$ cat src/rtl/xw_pkg.sv
package xw_pkg;

  typedef enum logic [2:0] {
    XF_NONE   = 3'd0,
    XF_ADDR   = 3'd1,
    XF_ABSENT = 3'd2,
    XF_PRIV   = 3'd3,
    XF_PERM   = 3'd4
  } xw_fault_e;

  typedef enum logic [1:0] {
    SEG_UCODE   = 2'd0,
    SEG_USTACK  = 2'd1,
    SEG_KDIRECT = 2'd2
  } xw_seg_e;

  typedef enum logic [2:0] {
    ST_IDLE   = 3'd0,
    ST_DECODE = 3'd1,
    ST_ISSUE  = 3'd2,
    ST_WAIT   = 3'd3,
    ST_DONE   = 3'd4
  } xw_state_e;

  // Low five entry bits, valid in bit 0
  typedef struct packed {
    logic uw;
    logic ur;
    logic kw;
    logic kr;
    logic v;
  } xw_perm_t;

  localparam int PTE_FLAG_W  = 5;
  localparam int PTE_PFN_LSB = 32;

  // Access check on a valid leaf, kept separate so it can be restated
  function automatic xw_fault_e leaf_verdict(input xw_perm_t p, input logic user,
                                             input logic write);
    logic grant;
    if (!p.v) return XF_ABSENT;
    if (user && !(p.ur || p.uw)) return XF_PRIV;
    if (user) grant = write ? p.uw : p.ur;
    else      grant = write ? p.kw : p.kr;
    return grant ? XF_NONE : XF_PERM;
  endfunction

endpackage

$ cat src/rtl/xw_seg_decode.sv
module xw_seg_decode
  import xw_pkg::*;
#(
  parameter int VA_W   = 64,
  parameter int IDX_W  = 10,
  parameter int OFF_W  = 13,
  parameter int LEVELS = 3,
  parameter int PFN_W  = 32
) (
  input  logic [VA_W-1:0]         va,
  input  logic                    user,
  output xw_seg_e                 seg,
  output logic                    direct,
  output xw_fault_e               early_fault,
  output logic [PFN_W-1:0]        direct_pfn,
  output logic [LEVELS*IDX_W-1:0] idx_flat
);

  localparam int USED_W = OFF_W + LEVELS * IDX_W;
  localparam int DIR_W  = OFF_W + PFN_W;

  // True when every bit of a in [lo, hi] is zero
  function automatic logic span_clear(input logic [VA_W-1:0] a, input int lo, input int hi);
    logic ok;
    ok = 1'b1;
    for (int i = 0; i < VA_W; i++) begin
      if (i >= lo && i <= hi && a[i]) ok = 1'b0;
    end
    return ok;
  endfunction

  logic span_ok;

  always_comb begin
    if (!va[VA_W-1])     seg = SEG_UCODE;
    else if (va[VA_W-2]) seg = SEG_USTACK;
    else                 seg = SEG_KDIRECT;
  end

  always_comb begin
    case (seg)
      SEG_UCODE:  span_ok = span_clear(va, USED_W, VA_W - 2);
      SEG_USTACK: span_ok = span_clear(va, USED_W, VA_W - 3);
      default:    span_ok = span_clear(va, DIR_W, VA_W - 3);
    endcase
  end

  assign direct     = (seg == SEG_KDIRECT);
  assign direct_pfn = va[OFF_W +: PFN_W];

  always_comb begin
    if (!span_ok)            early_fault = XF_ADDR;
    else if (direct && user) early_fault = XF_PRIV;
    else                     early_fault = XF_NONE;
  end

  // Level 0 takes the highest index field
  for (genvar l = 0; l < LEVELS; l++) begin : g_idx
    assign idx_flat[l*IDX_W +: IDX_W] = va[OFF_W + (LEVELS-1-l)*IDX_W +: IDX_W];
  end

endmodule

$ cat src/rtl/xw_leaf_check.sv
module xw_leaf_check
  import xw_pkg::*;
#(
  parameter int PTE_W = 64,
  parameter int PFN_W = 32
) (
  input  logic [PTE_W-1:0] pte,
  input  logic             user,
  input  logic             write,
  output xw_fault_e        fault,
  output logic [PFN_W-1:0] pfn
);

  xw_perm_t perm;

  assign perm  = xw_perm_t'(pte[PTE_FLAG_W-1:0]);
  assign pfn   = pte[PTE_PFN_LSB +: PFN_W];
  assign fault = leaf_verdict(perm, user, write);

endmodule

$ cat src/rtl/xw_walk_ctrl.sv
module xw_walk_ctrl
  import xw_pkg::*;
#(
  parameter int IDX_W  = 10,
  parameter int LEVELS = 3,
  parameter int PFN_W  = 32,
  parameter int ENT_SH = 3,
  parameter int PA_W   = PFN_W + IDX_W + ENT_SH
) (
  input  logic                    clk,
  input  logic                    rst_n,
  input  logic                    start,
  input  logic                    direct,
  input  xw_fault_e               early_fault,
  input  logic [PFN_W-1:0]        direct_pfn,
  input  logic [LEVELS*IDX_W-1:0] idx_flat,
  input  logic [PFN_W-1:0]        base_pfn,
  input  logic                    rsp_valid,
  input  xw_fault_e               leaf_fault,
  input  logic [PFN_W-1:0]        leaf_pfn,
  output logic                    mem_req,
  output logic [PA_W-1:0]         mem_addr,
  output logic                    resp_valid,
  output logic [PFN_W-1:0]        resp_pfn,
  output xw_fault_e               resp_fault,
  output logic                    busy
);

  localparam int LVL_W = (LEVELS > 1) ? $clog2(LEVELS) : 1;
  localparam int CNT_W = LVL_W + 1;
  localparam logic [LVL_W-1:0] LAST_LVL = LVL_W'(LEVELS - 1);

  xw_state_e        state;
  logic [LVL_W-1:0] level;
  logic [PFN_W-1:0] cur_pfn;
  logic [IDX_W-1:0] cur_idx;
  logic             res_direct;
  logic [CNT_W-1:0] walk_reads;

  // Named internal events
  logic at_leaf;
  logic entry_absent;

  assign cur_idx      = idx_flat[level*IDX_W +: IDX_W];
  assign at_leaf      = (level == LAST_LVL);
  assign entry_absent = (leaf_fault == XF_ABSENT);

  assign mem_req    = (state == ST_ISSUE);
  assign mem_addr   = {cur_pfn, cur_idx, {ENT_SH{1'b0}}};
  assign resp_valid = (state == ST_DONE);
  assign busy       = (state != ST_IDLE);

  always_ff @(posedge clk or negedge rst_n) begin
    if (!rst_n) begin
      state      <= ST_IDLE;
      level      <= '0;
      cur_pfn    <= '0;
      res_direct <= 1'b0;
      walk_reads <= '0;
      resp_pfn   <= '0;
      resp_fault <= XF_NONE;
    end else begin
      case (state)
        ST_IDLE: begin
          if (start) begin
            state      <= ST_DECODE;
            walk_reads <= '0;
            res_direct <= 1'b0;
          end
        end
        ST_DECODE: begin
          if (early_fault != XF_NONE) begin
            state      <= ST_DONE;
            resp_fault <= early_fault;
            resp_pfn   <= '0;
            res_direct <= direct;
          end else if (direct) begin
            state      <= ST_DONE;
            resp_fault <= XF_NONE;
            resp_pfn   <= direct_pfn;
            res_direct <= 1'b1;
          end else begin
            state   <= ST_ISSUE;
            level   <= '0;
            cur_pfn <= base_pfn;
          end
        end
        ST_ISSUE: begin
          state      <= ST_WAIT;
          walk_reads <= walk_reads + CNT_W'(1);
        end
        ST_WAIT: begin
          if (rsp_valid) begin
            if (entry_absent) begin
              state      <= ST_DONE;
              resp_fault <= XF_ABSENT;
              resp_pfn   <= '0;
            end else if (at_leaf) begin
              state      <= ST_DONE;
              resp_fault <= leaf_fault;
              resp_pfn   <= (leaf_fault == XF_NONE) ? leaf_pfn : '0;
            end else begin
              state   <= ST_ISSUE;
              level   <= level + LVL_W'(1);
              cur_pfn <= leaf_pfn;
            end
          end
        end
        default: state <= ST_IDLE;
      endcase
    end
  end

  p_req_pulse_r10: assert property (@(posedge clk) disable iff (!rst_n)
    mem_req |=> !mem_req);

  p_resp_busy_r10: assert property (@(posedge clk) disable iff (!rst_n)
    resp_valid |-> busy);

  p_resp_pulse_r11: assert property (@(posedge clk) disable iff (!rst_n)
    resp_valid |=> (!resp_valid && !busy));

  p_direct_noread_r2: assert property (@(posedge clk) disable iff (!rst_n)
    (resp_valid && res_direct) |-> (walk_reads == '0));

  p_addr_noread_r3: assert property (@(posedge clk) disable iff (!rst_n)
    (resp_valid && resp_fault == XF_ADDR) |-> (walk_reads == '0));

  p_read_bound_r4: assert property (@(posedge clk) disable iff (!rst_n)
    mem_req |-> (walk_reads < CNT_W'(LEVELS)));

  p_absent_after_read_r6: assert property (@(posedge clk) disable iff (!rst_n)
    (resp_valid && resp_fault == XF_ABSENT) |-> (walk_reads != '0));

  p_leaf_full_walk_r9: assert property (@(posedge clk) disable iff (!rst_n)
    (resp_valid && !res_direct &&
     (resp_fault == XF_NONE || resp_fault == XF_PRIV || resp_fault == XF_PERM))
    |-> (walk_reads == CNT_W'(LEVELS)));

endmodule

$ cat src/rtl/xlate_walker.sv
module xlate_walker
  import xw_pkg::*;
#(
  parameter int VA_W   = 64,
  parameter int IDX_W  = 10,
  parameter int OFF_W  = 13,
  parameter int LEVELS = 3,
  parameter int PFN_W  = 32,
  parameter int PTE_W  = 64,
  parameter int PA_W   = PFN_W + OFF_W
) (
  input  logic             clk,
  input  logic             rst_n,
  input  logic             req_valid,
  input  logic [VA_W-1:0]  req_va,
  input  logic             req_user,
  input  logic             req_write,
  input  logic [PFN_W-1:0] tbl_base_pfn,
  output logic             busy,
  output logic             resp_valid,
  output logic [PFN_W-1:0] resp_pfn,
  output logic [2:0]       resp_fault,
  output logic             mem_req,
  output logic [PA_W-1:0]  mem_addr,
  input  logic             mem_rsp_valid,
  input  logic [PTE_W-1:0] mem_rsp_data
);

  // One table per page: entry size follows from page and index widths
  localparam int ENT_SH = OFF_W - IDX_W;

  logic                    accept;
  logic [VA_W-1:0]         va_q;
  logic                    user_q;
  logic                    write_q;

  xw_seg_e                 seg;
  logic                    direct;
  xw_fault_e               early_fault;
  logic [PFN_W-1:0]        direct_pfn;
  logic [LEVELS*IDX_W-1:0] idx_flat;
  xw_fault_e               leaf_fault;
  logic [PFN_W-1:0]        leaf_pfn;
  xw_fault_e               resp_fault_e;

  assign accept = req_valid && !busy;

  always_ff @(posedge clk or negedge rst_n) begin
    if (!rst_n) begin
      va_q    <= '0;
      user_q  <= 1'b0;
      write_q <= 1'b0;
    end else if (accept) begin
      va_q    <= req_va;
      user_q  <= req_user;
      write_q <= req_write;
    end
  end

  xw_seg_decode #(
    .VA_W(VA_W), .IDX_W(IDX_W), .OFF_W(OFF_W), .LEVELS(LEVELS), .PFN_W(PFN_W)
  ) u_seg (
    .va          (va_q),
    .user        (user_q),
    .seg         (seg),
    .direct      (direct),
    .early_fault (early_fault),
    .direct_pfn  (direct_pfn),
    .idx_flat    (idx_flat)
  );

  xw_leaf_check #(
    .PTE_W(PTE_W), .PFN_W(PFN_W)
  ) u_leaf (
    .pte   (mem_rsp_data),
    .user  (user_q),
    .write (write_q),
    .fault (leaf_fault),
    .pfn   (leaf_pfn)
  );

  xw_walk_ctrl #(
    .IDX_W(IDX_W), .LEVELS(LEVELS), .PFN_W(PFN_W), .ENT_SH(ENT_SH), .PA_W(PA_W)
  ) u_ctrl (
    .clk         (clk),
    .rst_n       (rst_n),
    .start       (accept),
    .direct      (direct),
    .early_fault (early_fault),
    .direct_pfn  (direct_pfn),
    .idx_flat    (idx_flat),
    .base_pfn    (tbl_base_pfn),
    .rsp_valid   (mem_rsp_valid),
    .leaf_fault  (leaf_fault),
    .leaf_pfn    (leaf_pfn),
    .mem_req     (mem_req),
    .mem_addr    (mem_addr),
    .resp_valid  (resp_valid),
    .resp_pfn    (resp_pfn),
    .resp_fault  (resp_fault_e),
    .busy        (busy)
  );

  assign resp_fault = resp_fault_e;

  p_hold_while_busy_r10: assert property (@(posedge clk) disable iff (!rst_n)
    (busy && req_valid) |=> $stable(va_q));

  p_seg_direct_r1: assert property (@(posedge clk) disable iff (!rst_n)
    (busy && direct) |-> (seg == SEG_KDIRECT && va_q[VA_W-1] && !va_q[VA_W-2]));

endmodule

$ cat config.mk
export PLATFORM = sky130hd
export DESIGN_NAME = xlate_walker
export DESIGN_NICKNAME = d
export VERILOG_FILES = /design/src/rtl/xw_pkg.sv /design/src/rtl/xw_seg_decode.sv /design/src/rtl/xw_leaf_check.sv /design/src/rtl/xw_walk_ctrl.sv /design/src/rtl/xlate_walker.sv
export SDC_FILE = /design/constraint.sdc
export NUM_CORES = 1
export LEC_CHECK = 0
export BUFFER_PORTS_ARGS = -buffer_cell sky130_fd_sc_hd__buf_2
export CELL_PAD_IN_SITES_DETAIL_PLACEMENT = 1
export CELL_PAD_IN_SITES_GLOBAL_PLACEMENT = 2
export CORE_ASPECT_RATIO = 0.7
export CORE_MARGIN = 2
export CORE_UTILIZATION = 29
export DETAILED_ROUTE_END_ITERATION = 12
export PLACE_DENSITY_LB_ADDON = 0.1
export SETUP_SLACK_MARGIN = 0.1
export SLEW_MARGIN = 0
export SYNTH_ARGS = -nofsm -noshare
export SYNTH_HDL_FRONTEND = slang
export SYNTH_HIERARCHICAL = 1
export SYNTH_SLANG_ARGS = --single-unit
$ cat constraint.sdc
create_clock -name clk -period 2.3 [get_ports clk]
set_input_delay 0.23 -clock clk [delete_from_list [all_inputs] [get_ports clk]]
set_output_delay 0.23 -clock clk [all_outputs]
set_load 0.05 [all_outputs]
# ---- Word level (Yosys, flattened, before mapping)
# Cells that the tools add are included.
dict set report word_totals {
  ff_bits 138
  input_bits 166
  output_inout_bits 83
}
dict set report op_classes {
  addsub 1
  mul 1
  eq_ne 16
  shifts 1
  n_mux 86
  n_reduce_logical 15
}
# operator n
set op_table {}
lappend op_table {{two-way mux 32 bit} 11}
lappend op_table {{one-hot mux 32 bit (2 select lines)} 2}
lappend op_table {{two-way mux 3 bit} 17}
lappend op_table {{two-way mux 1 bit} 44}
lappend op_table {{indexed part select 30 x 7 -> 10 bit} 1}
lappend op_table {{two-way mux 2 bit} 8}
lappend op_table {{inequality test 2 bit (second input constant)} 6}
lappend op_table {{one-hot mux 3 bit (4 select lines)} 1}
lappend op_table {{equality test 3 x 2 -> 1 bit (second input constant)} 3}
lappend op_table {{zero test 3 bit} 2}
lappend op_table {{one-hot mux 3 bit (2 select lines)} 1}
lappend op_table {{AND reduction 6 bit} 1}
lappend op_table {{nonzero test 3 bit} 2}
lappend op_table {{multiplier 2 x 3 -> 5 bit (second input constant)} 1}
lappend op_table {{equality test 2 bit (second input constant)} 2}
lappend op_table {{one-hot mux 2 bit (2 select lines)} 1}
lappend op_table {{AND reduction 4 bit} 1}
lappend op_table {{equality test 3 x 1 -> 1 bit (second input constant)} 1}
lappend op_table {{equality test 3 bit (second input constant)} 1}
lappend op_table {{logical AND 1 bit} 3}
lappend op_table {{inequality test 3 x 1 -> 1 bit (second input constant)} 1}
lappend op_table {{inequality test 3 x 2 -> 1 bit (second input constant)} 1}
lappend op_table {{adder 2 x 1 -> 2 bit (second input constant)} 1}
lappend op_table {{equality test 2 x 1 -> 1 bit (second input constant)} 1}
lappend op_table {{other kinds (6)} 7}

# ---- Longest topological paths before layout
dict set report depth {
  depth_word 25
  ltp_mapped 8
  mapped_depth_nobuf 7
}

# ---- Hierarchy
# Netlist, hierarchy kept.
# module n_inst cells_per_inst area_each_um2 seq_area_each_um2
set by_module_without_submodules {}
lappend by_module_without_submodules {xw_walk_ctrl 1 334 3943.8 1801.7}
lappend by_module_without_submodules {xlate_walker 1 140 2611.3 1651.6}
lappend by_module_without_submodules {xw_seg_decode 1 80 574.3 0.0}
lappend by_module_without_submodules {xw_leaf_check 1 38 296.5 0.0}

# ---- Least setup slack after synthesis
# OpenSTA, ideal clock, no wires.
dict set report synth_timing {
  path_type {register to register}
  startpoint {reg va_q[47]}
  endpoint {reg u_ctrl.resp_fault[0]}
  t_arrival_ns 2.422
  path_slack_ns -0.248
  path_stages_with_launch 9
  n_path_buf 1
  period_less_slack_ns 2.548
  path_cell_list {dfrtp_1 > nor4_2 > nand4_1 > or3_1 > or4_4 > nand3b_2 > o21ai_4 > buf_6 > mux2_4}
}
dict set report synth_between {
  elab_chain_len 21
  word_cells_on_any_way 38
  classes_between {1 x eq/ne; 35 x mux; 2 x reduce/logical}
}
# element line
set synth_lines {}
lappend synth_lines {{from (decl)} xlate_walker.sv:33} ;# logic [VA_W-1:0] va_q;
lappend synth_lines {{from (signal assigned)} xlate_walker.sv:54} ;# va_q <= req_va;
lappend synth_lines {{two-way mux 1 bit (16 in series)} xw_seg_decode.sv:27} ;# if (i >= lo && i <= hi && a[i]) ok = 1'b0;
lappend synth_lines {{one-hot mux 1 bit (2 select lines) (*)} xw_seg_decode.sv:41} ;# case (seg)
lappend synth_lines {{two-way mux 3 bit (*)} xw_seg_decode.sv:52} ;# if (!span_ok) early_fault = XF_ADDR;
lappend synth_lines {{named net early_fault[0]} xlate_walker.sv:39} ;# xw_fault_e early_fault;
lappend synth_lines {{nonzero test 3 bit} xw_walk_ctrl.sv:72} ;# if (early_fault != XF_NONE) begin
lappend synth_lines {{inequality test 3 x 2 -> 1 bit (no line) / two-way mux 3 bit (equally long branches)} --}
lappend synth_lines {{AND reduction 4 bit (no line) / one-hot mux 3 bit (2 select lines) (equally long branches)} --}
lappend synth_lines {{to (signal assigned)} xw_walk_ctrl.sv:74} ;# resp_fault <= early_fault;
lappend synth_lines {{to (signal assigned)} xw_walk_ctrl.sv:100} ;# resp_fault <= leaf_fault;
lappend synth_lines {{to (decl)} xw_walk_ctrl.sv:25} ;# output xw_fault_e resp_fault,
# Mark *: on every way through the listed nets, which the timed path passes. The rest lies on a longest branch.
# A chain may end at the register's enable or synchronous reset.

# ---- Worst setup path in the final report
dict set report layout_timing {
  startpoint {reg va_q[47]}
  endpoint {reg u_ctrl.resp_pfn[27]}
}
dict set report layout_between {
  elab_chain_len 21
  word_cells_on_any_way 38
  classes_between {1 x eq/ne; 35 x mux; 2 x reduce/logical}
}
# element line
set layout_lines {}
lappend layout_lines {{two-way mux 1 bit (16 in series)} xw_seg_decode.sv:27}
lappend layout_lines {{one-hot mux 1 bit (2 select lines) (*)} xw_seg_decode.sv:41}
lappend layout_lines {{two-way mux 3 bit (*)} xw_seg_decode.sv:52}
lappend layout_lines {{named net early_fault[0]} xlate_walker.sv:39}
lappend layout_lines {{nonzero test 3 bit (*)} xw_walk_ctrl.sv:72}
lappend layout_lines {{inequality test 3 x 2 -> 1 bit (no line) / two-way mux 32 bit (equally long branches)} --}
lappend layout_lines {{AND reduction 4 bit (no line) / one-hot mux 32 bit (2 select lines) (equally long branches)} --}
lappend layout_lines {{to (signal assigned)} xw_walk_ctrl.sv:80} ;# resp_pfn <= direct_pfn;
lappend layout_lines {{to (signal assigned)} xw_walk_ctrl.sv:101} ;# resp_pfn <= (leaf_fault == XF_NONE) ? leaf_pfn : '0;
lappend layout_lines {{to (decl)} xw_walk_ctrl.sv:24} ;# output logic [PFN_W-1:0] resp_pfn,
# Marked as above.

==> report_table.html <==
<table>
<tr><th>Metric</th><th>Value</th></tr>
<tr><th colspan="2">STA</th></tr>
<tr><td>Count of endpoints failing hold in the final timing report</td><td>0</td></tr>
<tr><td>Hold WS</td><td>0.0422 ns</td></tr>
<tr><td>Final worst slack</td><td>-0.306 ns</td></tr>
<tr><td>Worst-case headroom to the max-slew limit</td><td>0.592</td></tr>
<tr><td>Timing-limited maximum frequency</td><td>384 MHz</td></tr>
<tr><td>Actual transition at the worst max-transition pin</td><td>~0.6 ns</td></tr>
<tr><td>Share of the clock period used by the worst path after layout</td><td>1.13</td></tr>
<tr><td>Unrepaired setup endpoints after global routing</td><td>yes</td></tr>
<tr><td>Pins Over Slew Limit</td><td>0</td></tr>
<tr><td>Setup violators final</td><td>70</td></tr>
<tr><td>Max Clock Skew</td><td>0.0107 ns</td></tr>
<tr><td>Time the worst path needs with I/O delays and setup</td><td>2.61 ns</td></tr>
<tr><th colspan="2">Worst hold path</th></tr>
<tr><td>Hold depth</td><td>2</td></tr>
<tr><td>Origin of the worst min-delay path</td><td>req_va[36]</td></tr>
<tr><td>End of the worst hold path</td><td>va_q[36]</td></tr>
<tr><td>Tightest Hold Check Type</td><td>primary input to flop</td></tr>
<tr><th colspan="2">Logic synthesis</th></tr>
<tr><td>Mapped cell area</td><td>6930 um2</td></tr>
<tr><td>Average cell area after synthesis</td><td>12.3 um2</td></tr>
<tr><td>Post-Synthesis Cells</td><td>563</td></tr>
<tr><td>Number of warnings printed during yosys synthesis</td><td>6</td></tr>
<tr><th colspan="2">Worst setup path</th></tr>
<tr><td>Critical path data required time</td><td>2.59 ns</td></tr>
<tr><td>Reg-to-reg slack, setup</td><td>-0.31 ns</td></tr>
<tr><td>Worst Path Arrival</td><td>just under 3 ns</td></tr>
<tr><td>Startpoint Class</td><td>flop</td></tr>
<tr><td>Cell-by-cell trace of the critical path</td><td>nor4_2 &gt; nand4_1 &gt; or3_4 &gt; or4_4 &gt; nand3b_4 &gt; o21ai_4 &gt; buf_12 &gt; mux2_4</td></tr>
<tr><td>Worst flop-to-flop path startpoint</td><td>va_q[47]</td></tr>
<tr><td>Setup CP Type</td><td>flop to flop</td></tr>
<tr><td>Depth of the most critical reg-to-reg path</td><td>8</td></tr>
<tr><td>CP Capture Type</td><td>flop</td></tr>
<tr><td>Slowest cell on the critical path</td><td>sky130_fd_sc_hd__or4_4</td></tr>
<tr><td>End of the worst register-to-register path</td><td>u_ctrl/resp_pfn[27]</td></tr>
<tr><td>Critical path peak fanout</td><td>14</td></tr>
<tr><td>Slowest Stage Delay on Critical Path</td><td>0.53 ns</td></tr>
<tr><th colspan="2">Place</th></tr>
<tr><td>Post-place setup slack</td><td>-0.397 ns</td></tr>
<tr><td>Total half-perimeter wirelength after legalization and detailed placement</td><td>15.4 mm</td></tr>
<tr><td>Count of buffers inserted at the top-level ports</td><td>between 200 and 250</td></tr>
<tr><td>Final RePlAce weighted congestion</td><td>0.742</td></tr>
<tr><td>Placed cell count</td><td>a little under 1000</td></tr>
<tr><th colspan="2">Route</th></tr>
<tr><td>Initial detailed-routing violation count</td><td>between 150 and 200</td></tr>
<tr><td>First-pass DRT Iterations</td><td>4</td></tr>
<tr><td>Post-route antenna net violation count</td><td>0</td></tr>
<tr><td>Number of remaining DRC errors</td><td>0</td></tr>
<tr><td>Total number of vias</td><td>4779</td></tr>
<tr><td>Post-detailed-route via-to-cell ratio</td><td>roughly 4.7</td></tr>
<tr><td>Total Wirelength</td><td>21.1 mm</td></tr>
<tr><td>Post-DR wirelength/cell</td><td>20.7 um</td></tr>
<tr><th colspan="2">Floorplan</th></tr>
<tr><td>Core area</td><td>23600 um2</td></tr>
<tr><td>Die boundary width</td><td>189 um</td></tr>
<tr><td>Die height</td><td>between 100 and 150 um</td></tr>
<tr><td>Std-Cell Rows</td><td>47</td></tr>
<tr><td>Starting Density</td><td>0.294</td></tr>
<tr><td>IO Pins</td><td>249</td></tr>
<tr><td>Area enclosed by the die boundary</td><td>25200 um2</td></tr>
<tr><th colspan="2">Global routing</th></tr>
<tr><td>Antenna violations before repair</td><td>2</td></tr>
<tr><td>Wire length of the first global-routing pass</td><td>32.4 mm</td></tr>
<tr><td>Total overflow reported by the global router</td><td>0</td></tr>
<tr><td>Maximum number of pins on one net before global-route repair</td><td>61</td></tr>
<tr><td>Global Route Usage Sum</td><td>0.172</td></tr>
<tr><td>Number of global-route vias before repair</td><td>roughly 5400</td></tr>
<tr><th colspan="2">Cells and area</th></tr>
<tr><td>Leading cell type in the layout, fill and taps excluded</td><td>sky130_fd_sc_hd__buf_2</td></tr>
<tr><td>Area added between synthesis and finish</td><td>21.8%</td></tr>
<tr><td>Fraction of layout instances using a drive strength above 1</td><td>0.551</td></tr>
<tr><td>Commonest non-fill, non-tap cells in the layout</td><td>204 x sky130_fd_sc_hd__buf_2, 125 x sky130_fd_sc_hd__dfrtp_1, 58 x sky130_fd_sc_hd__mux2_4</td></tr>
<tr><td>Total area of multi-input combinational cells</td><td>2880 um2</td></tr>
<tr><td>Net total in the final layout</td><td>~860</td></tr>
<tr><td>Post-route insts no fill</td><td>between 1000 and 1500</td></tr>
<tr><td>Sequential cell area in the final layout</td><td>3130 um2</td></tr>
<tr><td>Layout filler cell count</td><td>2586</td></tr>
<tr><th colspan="2">Status</th></tr>
<tr><td>Failing checks</td><td>negative setup slack</td></tr>
<tr><td>Outcome</td><td>finished with violations</td></tr>
<tr><th colspan="2">Power</th></tr>
<tr><td>Gate power share</td><td>0.385</td></tr>
<tr><td>VDD IR-drop max</td><td>between 500 and 600 uV</td></tr>
<tr><td>Areal power density over the cells</td><td>1140 nW/um2</td></tr>
<tr><td>Total internal power</td><td>5.97 mW</td></tr>
<tr><td>Leakage component of the power</td><td>3.99 nW</td></tr>
<tr><td>Total net switching power</td><td>3.67 mW</td></tr>
<tr><td>Clock power frac</td><td>0.265</td></tr>
<tr><td>Final Total Pwr</td><td>9.64 mW</td></tr>
<tr><td>Power share of the sequential group</td><td>0.350</td></tr>
<tr><td>Switching power share of the total</td><td>0.381</td></tr>
<tr><th colspan="2">Clock tree</th></tr>
<tr><td>TritonCTS clock tree</td><td>done</td></tr>
<tr><td>Number of buffers added by the clock tree synthesis step</td><td>17</td></tr>
<tr><td>Worst-Skew Late Latency</td><td>0.42 ns</td></tr>
<tr><td>Number of clock sinks seen by CTS</td><td>125</td></tr>
<tr><td>CTS root buffer</td><td>sky130_fd_sc_hd__clkbuf_16</td></tr>
<tr><td>Clock transition at the registers of the reported paths</td><td>0.06 ns</td></tr>
<tr><td>Maximum buffer depth of the clock tree</td><td>2</td></tr>
<tr><td>Maximum level of the CTS H-tree</td><td>4</td></tr>
<tr><th colspan="2">Flow run</th></tr>
<tr><td>Total of max-cap violations</td><td>0</td></tr>
</table>
routing by layer:
metal / global-route usage / wire [um]
met4: 0.0391 / 174
met1: 0.235 / 10100
met3: 0.0477 / 1110
met5: 0 / 11
met2: 0.272 / 9760
how the worst max path moves through the flow:
stage          startpoint                    to  slack, ns  cells past startpoint
2_1_floorplan    va_q[45]  u_ctrl/resp_fault[0]      -0.10                      8
3_3_place_gp     va_q[58]     u_ctrl/cur_pfn[4]      -0.33                      8
3_5_place_dp     va_q[58]    u_ctrl/cur_pfn[13]      -0.40                      8
4_1_cts          va_q[49]    u_ctrl/cur_pfn[15]      -0.31                      8
5_1_grt          va_q[47]     u_ctrl/cur_pfn[3]      -0.42                      8
6_report         va_q[47]   u_ctrl/resp_pfn[27]      -0.31                      8
what timing repair did:
action                                  CTS  global route
endpoints found under the hold margin    58             0
endpoints found under the setup margin   71            71
resized for setup                        12            12
cloned                                    0             2
pin swaps                                 3             1
buffers inserted                          0             0
hold buffers                              1             0
sequential cells by signal (all words and copies together), names as in the netlist:
signal and flops:
u_ctrl/resp_pfn 32, u_ctrl/level 2, u_ctrl/cur_pfn 32, u_ctrl/resp_fault 3, write_q 1, va_q 51, user_q 1, u_ctrl/state 3
critical path: cells and delay by family, from the launching register on:
family | cells | cell delay [ns]
AND/OR/NAND/NOR | 5 | 1.50
buffers and inverters | 1 | 0.20
multiplexers | 1 | 0.30
AO/OA/AOI/OAI | 1 | 0.11
flip-flops | 1 | 0.38
final cells by class:
| type | instances | share of cell area |
|---|---|---|
| tap | 318 | 0.0471 |
| inverter | 3 | 0.00133 |
| multi-input combinational | 302 | 0.340 |
| clock buffer | 24 | 0.0582 |
| sequential | 125 | 0.370 |
| timing repair buffer | 243 | 0.175 |
| clock inverter | 7 | 0.00741 |
| antenna | 1 | 0.000296 |
power groups by stage:
stage	logic (mW)	clock network [mW]	registers [mW]
global placement	3.60	0	3.38
global route	3.95	2.74	3.48
floorplan	3.15	0	3.48
CTS	3.69	2.65	3.39
detailed placement	3.66	0	3.41
finish	3.71	2.55	3.38
through the flow:
stage	util	TNS, ns	cell area (um2)
after global routing	0.358	-26.59	8440
after global placement	0.330	-19.73	7780
after CTS	0.355	-19.30	8370
after floorplan	-	-4.65	6960
final	0.358	-19.32	8450
after detailed placement	0.330	-21.21	7780
(Power assumes the default switching activity.)
